File: src/rtl/xbus_pkg.sv
package xbus_pkg;

  localparam int DATA_W = 32;
  localparam int LANES  = DATA_W / 8;

  typedef enum logic [1:0] {
    SZ_LONG = 2'b00,
    SZ_BYTE = 2'b01,
    SZ_WORD = 2'b10,
    SZ_LINE = 2'b11
  } xsize_e;

  typedef enum logic {
    ST_IDLE = 1'b0,
    ST_BEAT = 1'b1
  } xstate_e;

  // strobes from control to datapath
  typedef struct packed {
    logic load;     // request accepted
    logic step;     // beat ended, another follows
    logic capture;  // beat ended, sample read lanes
    logic finish;   // final beat ended
  } xstrobe_t;

  // bytes covered by a size or port-width code
  function automatic logic [2:0] codeBytes(input logic [1:0] code);
    case (code)
      2'b01:   codeBytes = 3'd1;
      2'b10:   codeBytes = 3'd2;
      default: codeBytes = 3'd4;
    endcase
  endfunction

  // size code shown for a port width on later unburst beats
  function automatic logic [1:0] portCode(input logic [1:0] pw);
    portCode = (pw == 2'b11) ? 2'b00 : pw;
  endfunction

  function automatic logic [2:0] minBytes(input logic [2:0] a, input logic [2:0] b);
    minBytes = (a < b) ? a : b;
  endfunction

endpackage

File: src/rtl/xbus_ctrl.sv
module xbus_ctrl
  import xbus_pkg::*;
#(
  parameter int WAIT_W     = 4,
  parameter int LINE_LONGS = 4
) (
  input  logic              clk,
  input  logic              rstN,
  input  logic              reqValid,
  input  logic [1:0]        reqSize,
  input  logic [1:0]        cfgPortW,
  input  logic [WAIT_W-1:0] cfgWaits,
  input  logic              cfgAutoAck,
  input  logic              extAckN,
  output xstrobe_t          strb,
  output logic              busy,
  output logic              tsN,
  output logic              done
);

  localparam int BEAT_W = $clog2(LANES * LINE_LONGS + 1);

  xstate_e             state;
  logic [WAIT_W-1:0]   waitCnt;
  logic [WAIT_W-1:0]   waitsQ;
  logic                autoQ;
  logic [BEAT_W-1:0]   beatLeft;
  logic [BEAT_W-1:0]   beatTotal;
  logic [2:0]          opBytes;
  logic [2:0]          beatBytes;
  logic [2:0]          perLong;
  logic                beatEnd;

  always_comb begin
    opBytes   = codeBytes(reqSize);
    beatBytes = minBytes(opBytes, codeBytes(cfgPortW));
    case (beatBytes)
      3'd1:    perLong = opBytes;
      3'd2:    perLong = opBytes >> 1;
      default: perLong = 3'd1;
    endcase
    if (reqSize == SZ_LINE)
      beatTotal = BEAT_W'(int'(perLong) * LINE_LONGS);
    else
      beatTotal = BEAT_W'(perLong);
  end

  assign busy    = (state == ST_BEAT);
  assign beatEnd = busy && (autoQ ? (waitCnt == waitsQ) : !extAckN);

  always_comb begin
    strb.load    = !busy && reqValid;
    strb.capture = beatEnd;
    strb.finish  = beatEnd && (beatLeft == BEAT_W'(1));
    strb.step    = beatEnd && (beatLeft != BEAT_W'(1));
  end

  always_ff @(posedge clk or negedge rstN) begin
    if (!rstN) begin
      state    <= ST_IDLE;
      waitCnt  <= '0;
      waitsQ   <= '0;
      autoQ    <= 1'b0;
      beatLeft <= '0;
      tsN      <= 1'b1;
      done     <= 1'b0;
    end else begin
      tsN  <= !strb.load;
      done <= strb.finish;
      if (strb.load) begin
        state    <= ST_BEAT;
        waitCnt  <= '0;
        waitsQ   <= cfgWaits;
        autoQ    <= cfgAutoAck;
        beatLeft <= beatTotal;
      end else if (beatEnd) begin
        waitCnt <= '0;
        if (strb.finish) state <= ST_IDLE;
        else             beatLeft <= beatLeft - BEAT_W'(1);
      end else if (busy && (waitCnt != '1)) begin
        waitCnt <= waitCnt + WAIT_W'(1);
      end
    end
  end

endmodule

File: src/rtl/xbus_dpath.sv
module xbus_dpath
  import xbus_pkg::*;
#(
  parameter int ADDR_W = 32
) (
  input  logic              clk,
  input  logic              rstN,
  input  xstrobe_t          strb,
  input  logic [ADDR_W-1:0] reqAddr,
  input  logic              reqWrite,
  input  logic [1:0]        reqSize,
  input  logic [DATA_W-1:0] reqWdata,
  input  logic [1:0]        cfgPortW,
  input  logic              cfgBurst,
  input  logic [DATA_W-1:0] busRdata,
  output logic [ADDR_W-1:0] busAddr,
  output logic [1:0]        busSize,
  output logic              busWrite,
  output logic [DATA_W-1:0] busWdata,
  output logic [LANES-1:0]  laneMask,
  output logic [DATA_W-1:0] doneRdata
);

  logic [ADDR_W-1:0] addrQ;
  logic [1:0]        sizeQ;
  logic [1:0]        portQ;
  logic              burstQ;
  logic              writeQ;
  logic [DATA_W-1:0] wdataQ;
  logic [1:0]        sizeOutQ;
  logic [DATA_W-1:0] accQ;
  logic [DATA_W-1:0] rdQ;

  logic [2:0]        portBytes;
  logic [2:0]        beatBytes;
  logic [1:0]        offset;
  logic [1:0]        laneStart;
  logic [1:0]        laneShift;
  logic [4:0]        shiftBits;
  logic [DATA_W-1:0] rdShift;
  logic [DATA_W-1:0] accNext;
  logic [LANES-1:0]  opMask;

  always_comb begin
    portBytes = codeBytes(portQ);
    beatBytes = minBytes(codeBytes(sizeQ), portBytes);
    offset    = addrQ[1:0];
    laneStart = offset & 2'(portBytes - 3'd1);
    laneShift = offset - laneStart;
    shiftBits = {laneShift, 3'b000};
    rdShift   = busRdata >> shiftBits;
  end

  // lane and operand-byte windows, index 0 = most significant byte
  for (genvar i = 0; i < LANES; i++) begin : g_lane
    localparam logic [2:0] IDX = 3'(i);
    assign laneMask[i] = (IDX >= {1'b0, laneStart}) && (IDX < ({1'b0, laneStart} + beatBytes));
    assign opMask[i]   = (IDX >= {1'b0, offset})    && (IDX < ({1'b0, offset} + beatBytes));
    assign accNext[DATA_W-1-8*i -: 8] = opMask[i] ? rdShift[DATA_W-1-8*i -: 8]
                                                  : accQ[DATA_W-1-8*i -: 8];
  end

  assign busAddr   = addrQ;
  assign busSize   = sizeOutQ;
  assign busWrite  = writeQ;
  assign busWdata  = writeQ ? (wdataQ << shiftBits) : '0;
  assign doneRdata = rdQ;

  always_ff @(posedge clk or negedge rstN) begin
    if (!rstN) begin
      addrQ    <= '0;
      sizeQ    <= '0;
      portQ    <= '0;
      burstQ   <= 1'b0;
      writeQ   <= 1'b0;
      wdataQ   <= '0;
      sizeOutQ <= '0;
      accQ     <= '0;
      rdQ      <= '0;
    end else if (strb.load) begin
      addrQ    <= reqAddr;
      sizeQ    <= reqSize;
      portQ    <= cfgPortW;
      burstQ   <= cfgBurst;
      writeQ   <= reqWrite;
      wdataQ   <= reqWdata;
      sizeOutQ <= reqSize;
      accQ     <= '0;
    end else begin
      if (strb.capture && !writeQ) accQ <= accNext;
      if (strb.finish && !writeQ)  rdQ  <= accNext;
      if (strb.step) begin
        addrQ    <= addrQ + ADDR_W'(beatBytes);
        sizeOutQ <= burstQ ? sizeQ : portCode(portQ);
      end
    end
  end

endmodule

File: src/rtl/xbus_edge.sv
module xbus_edge
  import xbus_pkg::*;
(
  input  logic             clk,
  input  logic             rstN,
  input  logic             active,
  input  logic             writeQ,
  input  logic [LANES-1:0] laneMask,
  output logic             asN,
  output logic             csN,
  output logic             oeN,
  output logic [LANES-1:0] beN
);

  // strobes launched on the falling clock edge
  always_ff @(negedge clk or negedge rstN) begin
    if (!rstN) begin
      asN <= 1'b1;
      csN <= 1'b1;
      oeN <= 1'b1;
      beN <= '1;
    end else begin
      asN <= !active;
      csN <= !active;
      oeN <= !(active && !writeQ);
      beN <= active ? ~laneMask : '1;
    end
  end

endmodule

File: src/rtl/xbus_sizer.sv
module xbus_sizer
  import xbus_pkg::*;
#(
  parameter int ADDR_W     = 32,
  parameter int WAIT_W     = 4,
  parameter int LINE_LONGS = 4
) (
  input  logic              clk,
  input  logic              rstN,
  input  logic              reqValid,
  input  logic [ADDR_W-1:0] reqAddr,
  input  logic              reqWrite,
  input  logic [1:0]        reqSize,
  input  logic [31:0]       reqWdata,
  input  logic [1:0]        cfgPortW,
  input  logic [WAIT_W-1:0] cfgWaits,
  input  logic              cfgAutoAck,
  input  logic              cfgBurst,
  input  logic              extAckN,
  input  logic [31:0]       busRdata,
  output logic [ADDR_W-1:0] busAddr,
  output logic [1:0]        busSize,
  output logic              busWrite,
  output logic [31:0]       busWdata,
  output logic              tsN,
  output logic              asN,
  output logic              csN,
  output logic              oeN,
  output logic [3:0]        beN,
  output logic              busy,
  output logic              done,
  output logic [31:0]       doneRdata
);

  xstrobe_t         strb;
  logic [LANES-1:0] laneMask;

  xbus_ctrl #(.WAIT_W(WAIT_W), .LINE_LONGS(LINE_LONGS)) u_ctrl (
    .clk        (clk),
    .rstN       (rstN),
    .reqValid   (reqValid),
    .reqSize    (reqSize),
    .cfgPortW   (cfgPortW),
    .cfgWaits   (cfgWaits),
    .cfgAutoAck (cfgAutoAck),
    .extAckN    (extAckN),
    .strb       (strb),
    .busy       (busy),
    .tsN        (tsN),
    .done       (done)
  );

  xbus_dpath #(.ADDR_W(ADDR_W)) u_dpath (
    .clk       (clk),
    .rstN      (rstN),
    .strb      (strb),
    .reqAddr   (reqAddr),
    .reqWrite  (reqWrite),
    .reqSize   (reqSize),
    .reqWdata  (reqWdata),
    .cfgPortW  (cfgPortW),
    .cfgBurst  (cfgBurst),
    .busRdata  (busRdata),
    .busAddr   (busAddr),
    .busSize   (busSize),
    .busWrite  (busWrite),
    .busWdata  (busWdata),
    .laneMask  (laneMask),
    .doneRdata (doneRdata)
  );

  xbus_edge u_edge (
    .clk      (clk),
    .rstN     (rstN),
    .active   (busy),
    .writeQ   (busWrite),
    .laneMask (laneMask),
    .asN      (asN),
    .csN      (csN),
    .oeN      (oeN),
    .beN      (beN)
  );

endmodule

File: config.mk
export PLATFORM = sky130hd
export DESIGN_NAME = xbus_sizer
export DESIGN_NICKNAME = d
export VERILOG_FILES = /design/src/rtl/xbus_pkg.sv /design/src/rtl/xbus_ctrl.sv /design/src/rtl/xbus_dpath.sv /design/src/rtl/xbus_edge.sv /design/src/rtl/xbus_sizer.sv
export SDC_FILE = /design/constraint.sdc
export NUM_CORES = 1
export LEC_CHECK = 0
export BUFFER_PORTS_ARGS = -buffer_cell sky130_fd_sc_hd__buf_2
export CORE_MARGIN = 1
export CORE_UTILIZATION = 25
export CTS_CLUSTER_SIZE = 10
export DETAILED_ROUTE_END_ITERATION = 8
export HOLD_SLACK_MARGIN = 0.12
export PLACE_DENSITY = 0.56
export SLEW_MARGIN = 10
export SYNTH_ARGS = -nofsm -noshare
export SYNTH_HDL_FRONTEND = slang
export SYNTH_SLANG_ARGS = --single-unit
File: constraint.sdc
create_clock -name clk -period 6.6 [get_ports clk]
set_input_delay 0 -clock clk [delete_from_list [all_inputs] [get_ports clk]]
set_output_delay 0 -clock clk [all_outputs]
set_load 0.005 [all_outputs]
== After elaboration in Yosys (flattened, before gate mapping) ==
Index checks and enable logic that the tools add are counted.
Word-level totals
  flip-flop bits (word level): 159
  output and inout port bits: 109
Operators by class
  add/sub/neg operators: 7
  order comparisons: 16
  equality and inequality tests: 17
  shift operators: 2
  multiplexer cells: 32
  bitwise gates (word level): 3
  reductions and logical operators: 27
Operators by type and width (number)
  2-to-1 mux 32 bit: 5
  adder 32 x 3 -> 32 bit: 1
  2-to-1 mux 8 bit: 4
  left shift 32 x 5 -> 32 bit: 1
  >> shifter 32 x 5 -> 32 bit: 1
  one-hot mux 3 bit (2 select lines): 5
  2-to-1 mux 5 bit: 4
  2-to-1 mux 4 bit: 4
  logical AND 1 bit: 14
  equality test 2 bit, second input constant: 6
  < comparator 1 x 3 -> 1 bit, first input constant: 4
  < comparator 2 x 3 -> 1 bit, first input constant: 4
  equality test 2 x 1 -> 1 bit, second input constant: 4
  >= comparator 1 x 2 -> 1 bit, first input constant: 4
  2-to-1 mux 2 bit: 4
  nonzero test 2 bit: 4
  adder 2 x 3 -> 3 bit: 2
  < comparator 3 bit: 2
  2-to-1 mux 3 bit: 2
  AND reduction 2 bit: 3
  equality test 5 x 1 -> 1 bit, second input constant: 1
  zero test 1 bit: 5
  != test 5 x 1 -> 1 bit, second input constant: 1
  subtractor 5 x 1 -> 5 bit, second input constant: 1
  14 further kinds: 18

== Longest topological paths before layout ==
Gate-level depths: netlist (run 1).
  depth after elaboration: 10
  mapped depth: 17
  gate-level depth less buffers: 15

== Cells and area by module ==
A second synthesis (run 1) with hierarchy kept.
Second synthesis, totals
  cell total of the unflattened synthesis: 937
  area, all modules: 8817.2 um2
Modules (own cells, without submodules)
  xbus_dpath: times used 1, cells each 796, area an instance 7470.9 um2
  xbus_ctrl: times used 1, cells each 127, area an instance 1152.4 um2
  xbus_edge: times used 1, cells each 14, area an instance 193.9 um2

==> out/qor.csv, run 1 <==
stage,metric,value,unit
run_status,status,finished clean,
synth,post-synth top area share,0.431,
route,DR vias/cell,4.79,
synth,Async SR Flop Fraction,1.00,
worst_setup_path,Max stage delay on crit path,0.39,ns
clock_network,H-tree depth,4,
min_path,Hold Path Depth,5,
clock_network,root buf cell,clkbuf_16,
final_layout,P&R area growth vs syn,37.1,%
synth,post-synthesis cell type count,63,
sta,Slew @ Worst Pin,1.10,ns
clock_network,clock latency on the worst-skew pair,0.45,ns
global_route,vias in the first global route,8534,
worst_setup_path,"Slowest-stage cell, CP",or4_1,
worst_setup_path,crit-path cells,inv_1 > ha_1 > ha_1 > o21bai_2 > mux2_2 > ha_1 > fa_1 > xnor2_1 > nand2b_1 > nor2_1 > or4_1,
worst_setup_path,worst r2r src,u_dpath.portQ[0],
clock_network,clk buf depth,2,
sta,Clock Skews,0.0202,ns
worst_setup_path,Crit path top cell by count,ha_1,
worst_setup_path,Critical Path AT,3.49,ns
min_path,min-delay worst type,in -> reg,
route,initial drt markers,521,
global_route,largest net degree at the start of global routing,101,
worst_setup_path,reg2reg path depth,11,
global_route,global-route wire length before repair,47.6,mm
placement,Placer Congestion,0.814,
route,DR pass1 iterations,5,
sta,Final Setup Violations,0,
final_layout,final instance area,12100,um2
die,Top-Level Pins,220,
placement,DPL Wire Length,21.0,mm
synth,Syn Area/Cell,8.62,um2
worst_setup_path,CP top delay family,adder cells,
synth,synthesized area,8820,um2
die,Die Wd,190,um
job,max cap viols,0,
route,# DRC,0,
placement,Placement Cell Area,10400,um2
placement,IO Port Bufs,219,
sta,Relative slew margins,0.262,
worst_setup_path,Crit Path Class,reg -> reg,
synth,Post-synth EDFFs,0,
clock_network,Post-CTS Setup Bufs,0,
synth,"FF+latch count, synth",159,
route,Vias,8599,
synth,predominant post-synthesis flop cell,dfrtp_1,
final_layout,Nets,1465,
sta,"Slew Viols, Final",0,
clock_network,CTS Sinks,159,
sta,setup TNS,0,ns
global_route,GR Overflow Total,0,
clock_network,CTS tree,done,
route,Post-Route WL,30.6,mm
synth,synth warn,0,
die,core area,34600,um2
worst_setup_path,Critical Path RT,3.66,ns
worst_setup_path,Setup crit start kind,flop,
global_route,GRT Total Usage,0.170,
die,placement row count,68,
die,Die Ht,190,um
pwr,leakage,5.99,nW
worst_setup_path,crit path capture type,flop,
synth,share of the yosys chip area belonging to registers,0.452,
pwr,maximum vdd drop,0.000228,V
sta,RSZ-0062 raised after global routing,no,
pwr,Power Density,489,nW/um2
final_layout,layout cells sized above 1,0.221,
global_route,initial antenna violation count,1,
worst_setup_path,crit-path max FO,5,
die,DIE AREA,36000,um2
worst_setup_path,crit path launch,u_dpath.portQ[0],
clock_network,TritonCTS buffer count,17,
sta,"Hold Vio Cnt, Final",0,
final_layout,Fillers,3574,
route,Routed WL per cell,17.0,um
worst_setup_path,CP Buf/Inv Count,1,
synth,"area leader, netlist",dfrtp_1,
synth,top post-synthesis cells by area,"dfrtp_1 43%, nand2_1 12%, o21ai_0 4.3%",
synth,syn_nets,1161,
route,antenna violation net count after detailed routing,0,
clock_network,"CTS clk-pin slew, worst paths",0.07,ns
worst_setup_path,critical path depth,11,
die,Starting Density,0.255,
synth,instance count of the mapped netlist,1023,
min_path,hold_sp,busRdata[11],
[report_power, final]
| part | switching [W] | leakage, nW | total, W | internal (W) |
|---|---|---|---|---|
| registers | 0.000362 | 1.97 | 0.00178 | 0.00142 |
| clock network | 0.000461 | 0.323 | 0.00104 | 0.000580 |
| logic | 0.00185 | 3.70 | 0.00310 | 0.00124 |
| total | 0.00268 | 5.99 | 0.00592 | 0.00324 |
[synthesized netlist by cell type (7+ instances only)]
cell type	number
a211oi_1	11
a21o_1	12
a21oi_1	21
a22o_1	10
a31oi_1	25
and2_1	11
and3_1	21
clkbuf_1	53
dfrtp_1	152
dfstp_2	7
ha_1	25
inv_1	34
mux2_2	12
mux2i_1	36
nand2_1	277
nand2b_1	7
nand3_1	40
nand4_1	11
nor2_1	43
nor2b_1	11
nor4_1	8
o21ai_0	75
o2bb2ai_1	8
o31ai_1	7
or3_1	11
or4_1	8
xnor2_1	12
[cell type report]
type	instances	area, um2	share of cell area
inverter	33	124	0.0102
sequential	159	3990	0.330
timing repair buffer	341	2300	0.190
antenna	1	2.50	0.000207
tap	455	569	0.0471
multi-input combinational	769	4500	0.372
clock buffer	19	443	0.0366
clock inverter	19	173	0.0143
[placed cells by master (no fill, tap or decap), types with 9 or more instances in the layout]
master         instances
xnor2_1               11
or3_1                 11
and2_1                11
ha_1                  25
inv_1                 38
dlygate4sd3_1        112
buf_4                 10
dfrtp_1              152
a21o_1                12
nand3_1               40
clkbuf_16             17
nor2b_1                9
nand4_1               11
a211oi_1              11
mux2_2                12
nor2_1                42
a21oi_1               21
a31oi_1               25
nand2_1              277
mux2i_1               36
and3_1                21
a22o_1                10
o21ai_0               75
buf_2                218
[repair_timing]
| action | 4_1_cts | 5_1_grt |
|---|---|---|
| gates resized for setup | 0 | 1 |
| endpoints found under the setup margin | 0 | 1 |
| hold endpoints to repair | 228 | 0 |
| hold buffers | 112 | 0 |
[tightest hold or removal path, cell delays in order]
cell and delay [ns]:
buf_2 0.10, mux2i_1 0.06, o2bb2ai_1 0.14, mux2i_1 0.10, o21ai_0 0.16
[flip-flops by register name, indices dropped and copies added, names as in the netlist]
| name | flops |
|---|---|
| u_dpath.accQ | 32 |
| u_dpath.busAddr | 32 |
| u_dpath.doneRdata | 32 |
| u_dpath.wdataQ | 32 |
| u_ctrl.beatLeft | 5 |
| u_ctrl.waitCnt | 4 |
| u_ctrl.waitsQ | 4 |
| u_edge.beN | 4 |
| u_dpath.busSize | 2 |
| u_dpath.portQ | 2 |
| u_dpath.sizeQ | 2 |
| u_ctrl.autoQ | 1 |
| u_ctrl.busy | 1 |
| u_ctrl.done | 1 |
| u_ctrl.tsN | 1 |
| u_dpath.burstQ | 1 |
| u_dpath.busWrite | 1 |
| u_edge.asN | 1 |
| u_edge.oeN | 1 |
[worst paths after layout]
kind	to	slack, ns
setup / recovery	u_edge.beN[0]	0.17
hold / removal	u_dpath.accQ[11]	0.16
setup reg to reg	u_edge.beN[0]	0.17
hold reg to reg	u_dpath.doneRdata[21]	0.47
max in group asynchronous	u_edge.beN[0]	2.55
min in group asynchronous	u_dpath.doneRdata[24]	0.23
[cells by family after synthesis]
family / synth area share
compound gates: 0.147
xor+xnor: 0.0169
fa+ha+maj: 0.0400
buf+inv: 0.0411
flops: 0.452
mux: 0.0562
simple gates: 0.247
[per-stage QoR]
stage	total power, W	hold WS (ns)	worst slack [ns]	std cells	utilization
3_5_place_dp	0.00484	0.195	0.193	1646	0.299
2_1_floorplan	0.00375	-0.296	0.402	1023	-
6_report	0.00592	0.161	0.173	1796	0.349
4_1_cts	0.00598	0.146	0.164	1795	0.349
3_3_place_gp	0.00477	0.196	0.281	1646	0.299
5_1_grt	0.00644	0.173	0.0350	1796	0.349
[per-layer routing]
| metal | GRT usage | routed length, um |
|---|---|---|
| met3 | 0.0373 | 1350 |
| met1 | 0.225 | 14200 |
| met4 | 0.0586 | 737 |
| met5 | 0 | 0 |
| met2 | 0.273 | 14400 |
Note: power is estimated with default switching activity, not from simulation.
==> run 2: changes to the inputs <==
SYNTH_HIERARCHICAL = 1   (was default)
==> out/qor.csv, run 2 <==
stage,metric,value,unit
clock_network,CTS Sinks,159,
synth,synth warn,6,
worst_setup_path,crit-path max FO,4,
route,antenna violation net count after detailed routing,0,
die,DIE AREA,36000,um2
worst_setup_path,Critical Path AT,3.41,ns
final_layout,area of the multi-input gates,4470,um2
job,max cap viols,0,
pwr,leakage,5.71,nW
sta,final hold slack,0.163,ns
worst_setup_path,CP top delay family,adder cells,
global_route,vias in the first global route,8217,
die,Die Wd,190,um
sta,"Slew Viols, Final",0,
die,core area,34600,um2
sta,setup TNS,0,ns
worst_setup_path,Reg2Reg Setup Slack,0.25,ns
global_route,GR Overflow Total,0,
synth,Post-synth top cells,"176 x nand2_1, 152 x dfrtp_1, 88 x o21ai_0, 56 x mux2i_1, 49 x a21oi_1",
worst_setup_path,Crit path top cell by count,ha_1,
final_layout,P&R area growth vs syn,36.2,%
sta,Final Setup Violations,0,
final_layout,layout cells sized above 1,0.260,
sta,Clock Skews,0.0186,ns
clock_network,clock latency on the worst-skew pair,0.46,ns
synth,instance count of the mapped netlist,937,
clock_network,clk buf depth,2,
final_layout,Fillers,3520,
route,initial drt markers,313,
worst_setup_path,Setup crit start kind,flop,
synth,"FF+latch count, synth",159,
worst_setup_path,CP Buf/Inv Count,2,
synth,top post-synthesis cells by area,"dfrtp_1 43%, nand2_1 7.5%, mux2i_1 6.4%",
placement,Place WS,0.214,ns
global_route,GRT Total Usage,0.162,
worst_setup_path,Max stage delay on crit path,0.40,ns
sta,Slew @ Worst Pin,1.03,ns
route,Vias,7976,
clock_network,Post-CTS Setup Bufs,0,
clock_network,CTS tree,done,
synth,Async SR Flop Fraction,1.00,
pwr,maximum vdd drop,0.000259,V
synth,syn_nets,1073,
die,Top-Level Pins,220,
placement,IO Port Bufs,219,
synth,Syn Area/Cell,9.41,um2
sta,"Hold Vio Cnt, Final",0,
route,Post-Route WL,28.4,mm
placement,Placer Congestion,0.815,
global_route,largest net degree at the start of global routing,70,
sta,RSZ-0062 raised after global routing,no,
die,Starting Density,0.255,
final_layout,"commonest non-fill, non-tap cells in the layout","218 x buf_2, 175 x nand2_1, 152 x dfrtp_1",
synth,post-synthesis cell type count,59,
synth,post-synth top area share,0.431,
synth,"area leader, netlist",dfrtp_1,
sta,Final WS setup,0.249,ns
die,Die Ht,190,um
route,# DRC,0,
clock_network,root buf cell,clkbuf_16,
route,DR vias/cell,4.67,
worst_setup_path,crit path capture type,flop,
route,DR pass1 iterations,4,
worst_setup_path,crit-path cells,inv_1 > ha_1 > inv_1 > ha_1 > a21oi_1 > mux2_2 > ha_1 > fa_1 > xor2_2 > nor2_1 > a211oi_1 > nand2_1,
sta,Relative slew margins,0.310,
synth,synthesized area,8820,um2
die,placement row count,68,
clock_network,H-tree depth,4,
synth,predominant post-synthesis flop cell,dfrtp_1,
worst_setup_path,"Slowest-stage cell, CP",fa_1,
final_layout,storage element area,3990,um2
pwr,Power Density,509,nW/um2
placement,DPL Wire Length,20.0,mm
route,Routed WL per cell,16.6,um
global_route,global-route wire length before repair,45.4,mm
final_layout,"commonest non-fill, non-tap cell in the layout",buf_2,
synth,"count leader, synth",nand2_1,
worst_setup_path,Crit Path Class,reg -> reg,
run_status,status,finished clean,
worst_setup_path,Critical Path RT,3.66,ns
global_route,initial antenna violation count,1,
synth,share of the yosys chip area belonging to registers,0.452,
clock_network,TritonCTS buffer count,17,
final_layout,final core utilization,0.347,
synth,Post-synth EDFFs,0,
clock_network,"CTS clk-pin slew, worst paths",0.07,ns
min_path,min-delay worst type,in -> async,
final_layout,Nets,1375,
run 2: path summary, 6_finish.rpt:
| kind | from | end | cells after the start |
|---|---|---|---|
| max in group asynchronous | rstN | u_edge/beN[1] | 2 |
| worst max-delay path | u_dpath/portQ[0] | u_edge/beN[0] | 12 |
| min in group clk | busRdata[9] | u_dpath/accQ[9] | 4 |
| worst min register to register | u_dpath/doneRdata[22] | u_dpath/doneRdata[22] | 2 |
| worst min-delay path | rstN | u_ctrl/tsN | 2 |
| worst max register to register | u_dpath/portQ[0] | u_edge/beN[0] | 12 |
run 2: worst reg2reg max path: stages (launching register included):
cell and delay (ns):
dfrtp_1 0.38, inv_1 0.07, ha_1 0.38, inv_1 0.09, ha_1 0.28, a21oi_1 0.21, mux2_2 0.38, ha_1 0.19
fa_1 0.40, xor2_2 0.19, nor2_1 0.08, a211oi_1 0.24, nand2_1 0.09
run 2: where the power goes:
| part | switching [W] | total [W] | leakage [nW] | internal (W) |
|---|---|---|---|---|
| Combinational | 0.00188 | 0.00330 | 3.41 | 0.00142 |
| Sequential | 0.000363 | 0.00180 | 1.99 | 0.00143 |
| Clock | 0.000495 | 0.00101 | 0.316 | 0.000518 |
| Total | 0.00274 | 0.00611 | 5.71 | 0.00337 |
run 2: what timing repair did:
action                     CTS  global route
hold endpoints to repair   182             0
gates resized for setup      0             1
hold buffers               105             0
setup endpoints to repair    0             1
run 2: kinds of logic (layout without fill, tap and decap cells):
family / count (synthesis) / in the layout / share of synthesized area
flip-flops: 159 / 159 / 0.452
XOR/XNOR: 38 / 38 / 0.0377
other: 0 / 1 / 0
buffers and inverters: 88 / 403 / 0.0436
multiplexers: 93 / 93 / 0.111
adder cells (fa/ha/maj): 25 / 25 / 0.0372
AO/OA/AOI/OAI: 200 / 200 / 0.142
AND/OR/NAND/NOR: 334 / 334 / 0.176
run 2: layout make-up:
cell class | count | area share
clock buffers | 18 | 0.0366
multi-input cells | 690 | 0.372
clock inverters | 20 | 0.0139
flip-flops and latches | 159 | 0.332
well taps | 455 | 0.0474
repair buffers | 337 | 0.189
inverters | 28 | 0.00896
diodes | 1 | 0.000208
run 2: metal layers:
layer / GRT usage / vias to the layer above / share of wire / wire, um
li1: - / 3874 / - / -
met1: 0.215 / 3872 / 0.47 / 13400
met2: 0.258 / 192 / 0.46 / 13100
met3: 0.0384 / 38 / 0.047 / 1330
met4: 0.0577 / 0 / 0.021 / 583
met5: 0 / - / 0 / 0
run 2: metrics by stage:
step           instances  cell area [um2]  power (W)
2_1_floorplan        937             8820    0.00402
5_1_grt             1708            12000    0.00666
6_report            1708            12000    0.00611
4_1_cts             1707            12000    0.00618
3_5_place_dp        1565            10300    0.00508
3_3_place_gp        1565            10300    0.00500
==> run 3: changes to the inputs <==
PLACE_DENSITY = 0.57   (was 0.56)
clock period = 5.6 ns   (was 6.6 ns; I/O delays follow)
==> out/qor.csv, run 3 (same netlist as run 2, synthesis figures left out) <==
stage,metric,value,unit
worst_setup_path,Setup crit start kind,flop,
pwr,Psw,0.00328,W
final_layout,"commonest non-fill, non-tap cells in the layout","218 x buf_2, 175 x nand2_1, 152 x dfrtp_1",
sta,Final WS setup,0.0795,ns
job,max cap viols,0,
worst_setup_path,"Slowest-stage cell, CP",fa_2,
route,antenna violation net count after detailed routing,0,
sta,Relative slew margins,0.321,
pwr,Power Density,613,nW/um2
clock_network,TritonCTS buffer count,17,
worst_setup_path,Crit path top cell by count,a21oi_2,
clock_network,clock latency on the worst-skew pair,0.45,ns
worst_setup_path,Critical Path RT,3.19,ns
die,placement row count,68,
worst_setup_path,CP top delay family,adder cells,
clock_network,"CTS clk-pin slew, worst paths",0.08,ns
worst_setup_path,CP Buf/Inv Count,2,
die,DIE AREA,36000,um2
global_route,GR Overflow Total,0,
placement,IO Port Bufs,219,
worst_setup_path,Max stage delay on crit path,0.37,ns
pwr,Total Power,0.00743,W
final_layout,layout cells sized above 1,0.273,
global_route,global-route wire length before repair,44.5,mm
clock_network,CTS Sinks,159,
pwr,clock share of power,0.163,
final_layout,"commonest non-fill, non-tap cell in the layout",buf_2,
final_layout,final core utilization,0.350,
pwr,leakage,5.76,nW
pwr,Int Power,0.00416,W
clock_network,H-tree depth,4,
global_route,initial antenna violation count,1,
placement,Placer Congestion,0.789,
sta,Final Setup Violations,0,
pwr,Switching Fraction,0.441,
sta,Clock Skews,0.0219,ns
route,Routed WL per cell,16.4,um
global_route,largest net degree at the start of global routing,69,
pwr,maximum vdd drop,0.000430,V
clock_network,root buf cell,clkbuf_16,
die,Starting Density,0.255,
worst_setup_path,crit-path max FO,2,
sta,"Hold Vio Cnt, Final",0,
sta,"Slew Viols, Final",0,
route,DR vias/cell,4.65,
final_layout,Nets,1385,
die,Die Wd,190,um
route,Vias,7997,
worst_setup_path,crit-path cells,inv_1 > ha_1 > ha_1 > a21oi_2 > mux2_4 > ha_2 > fa_2 > xor2_2 > buf_4 > a21oi_2 > a21oi_2 > nand2_1,
worst_setup_path,Crit Path Class,reg -> reg,
route,initial drt markers,390,
worst_setup_path,crit path capture type,flop,
clock_network,CTS tree,done,
sta,Slew @ Worst Pin,1.01,ns
worst_setup_path,Critical Path AT,3.11,ns
run_status,status,finished clean,
min_path,min-delay worst type,in -> async,
pwr,sequential share of power,0.282,
route,# DRC,0,
global_route,GRT Total Usage,0.159,
die,Top-Level Pins,220,
global_route,vias in the first global route,8080,
route,DR pass1 iterations,4,
die,core area,34600,um2
final_layout,P&R area growth vs syn,37.4,%
die,Die Ht,190,um
placement,DPL Wire Length,20.0,mm
pwr,Gate power share,0.555,
route,Post-Route WL,28.2,mm
placement,Place WS,-0.0956,ns
clock_network,clk buf depth,2,
run 3: cell types whose count changed in the layout (fill, tap and decap cells not counted), sizes merged:
cell,before,now
clkinvlp,1,2
buf,233,242
dlygate4sd3,104,105
clkinv,5,4
bufinv,0,1
inv,42,41
run 3: layout make-up:
type	instances	area [um2]
fill	3506	22500
multi-input combinational	690	4510
clock inverter	20	169
sequential	159	3990
antenna	1	2.50
timing repair buffer	347	2330
clock buffer	18	439
tap	455	569
inverter	28	108
run 3: metrics by stage:
step / TNS (ns) / hold WS, ns / instances / cell area (um2)
6_report: 0 / 0.147 / 1718 / 12100
2_1_floorplan: 0 / -0.296 / 937 / 8820
3_5_place_dp: -0.161 / 0.0660 / 1573 / 10400
3_3_place_gp: 0 / 0.0577 / 1573 / 10400
5_1_grt: -0.0101 / 0.154 / 1718 / 12100
4_1_cts: 0 / 0.140 / 1716 / 12100
run 3: final timing paths:
check                                      startpoint                    end  slack [ns]  depth (start not counted)
worst max-delay path                 u_dpath/sizeQ[0]          u_edge/beN[2]        0.08                         12
worst min-delay path                             rstN       u_dpath/accQ[23]        0.15                          2
worst max register to register       u_dpath/sizeQ[0]          u_edge/beN[2]        0.08                         12
worst min register to register  u_dpath/doneRdata[11]  u_dpath/doneRdata[11]        0.48                          2
max in group asynchronous                        rstN          u_edge/beN[1]        2.23                          2
min in group clk                         busRdata[11]  u_dpath/doneRdata[11]        0.16                          5
run 3: power groups by stage:
stage               combinational, W  sequential [W]   clock [W]
floorplan                    0.00270         0.00203  0.00000774
global placement             0.00385         0.00210  0.00000774
detailed placement           0.00392         0.00212  0.00000774
CTS                          0.00407         0.00210     0.00126
global route                 0.00457         0.00218     0.00131
finish                       0.00412         0.00210     0.00121
run 3: routing by layer:
layer | vias up | GRT usage | part of all wire | wire [um]
met5 | - | 0 | 0 | 0
met4 | 0 | 0.0509 | 0.015 | 433
li1 | 3883 | - | - | -
met2 | 218 | 0.257 | 0.47 | 13200
met1 | 3867 | 0.208 | 0.46 | 13100
met3 | 29 | 0.0384 | 0.050 | 1410
run 3: timing repair:
item                       CTS  global route
hold endpoints to repair   197             0
gates resized for setup      4             8
setup buffers                1             1
hold buffers               105             0
pin swaps                    3             3
setup endpoints to repair    2             2
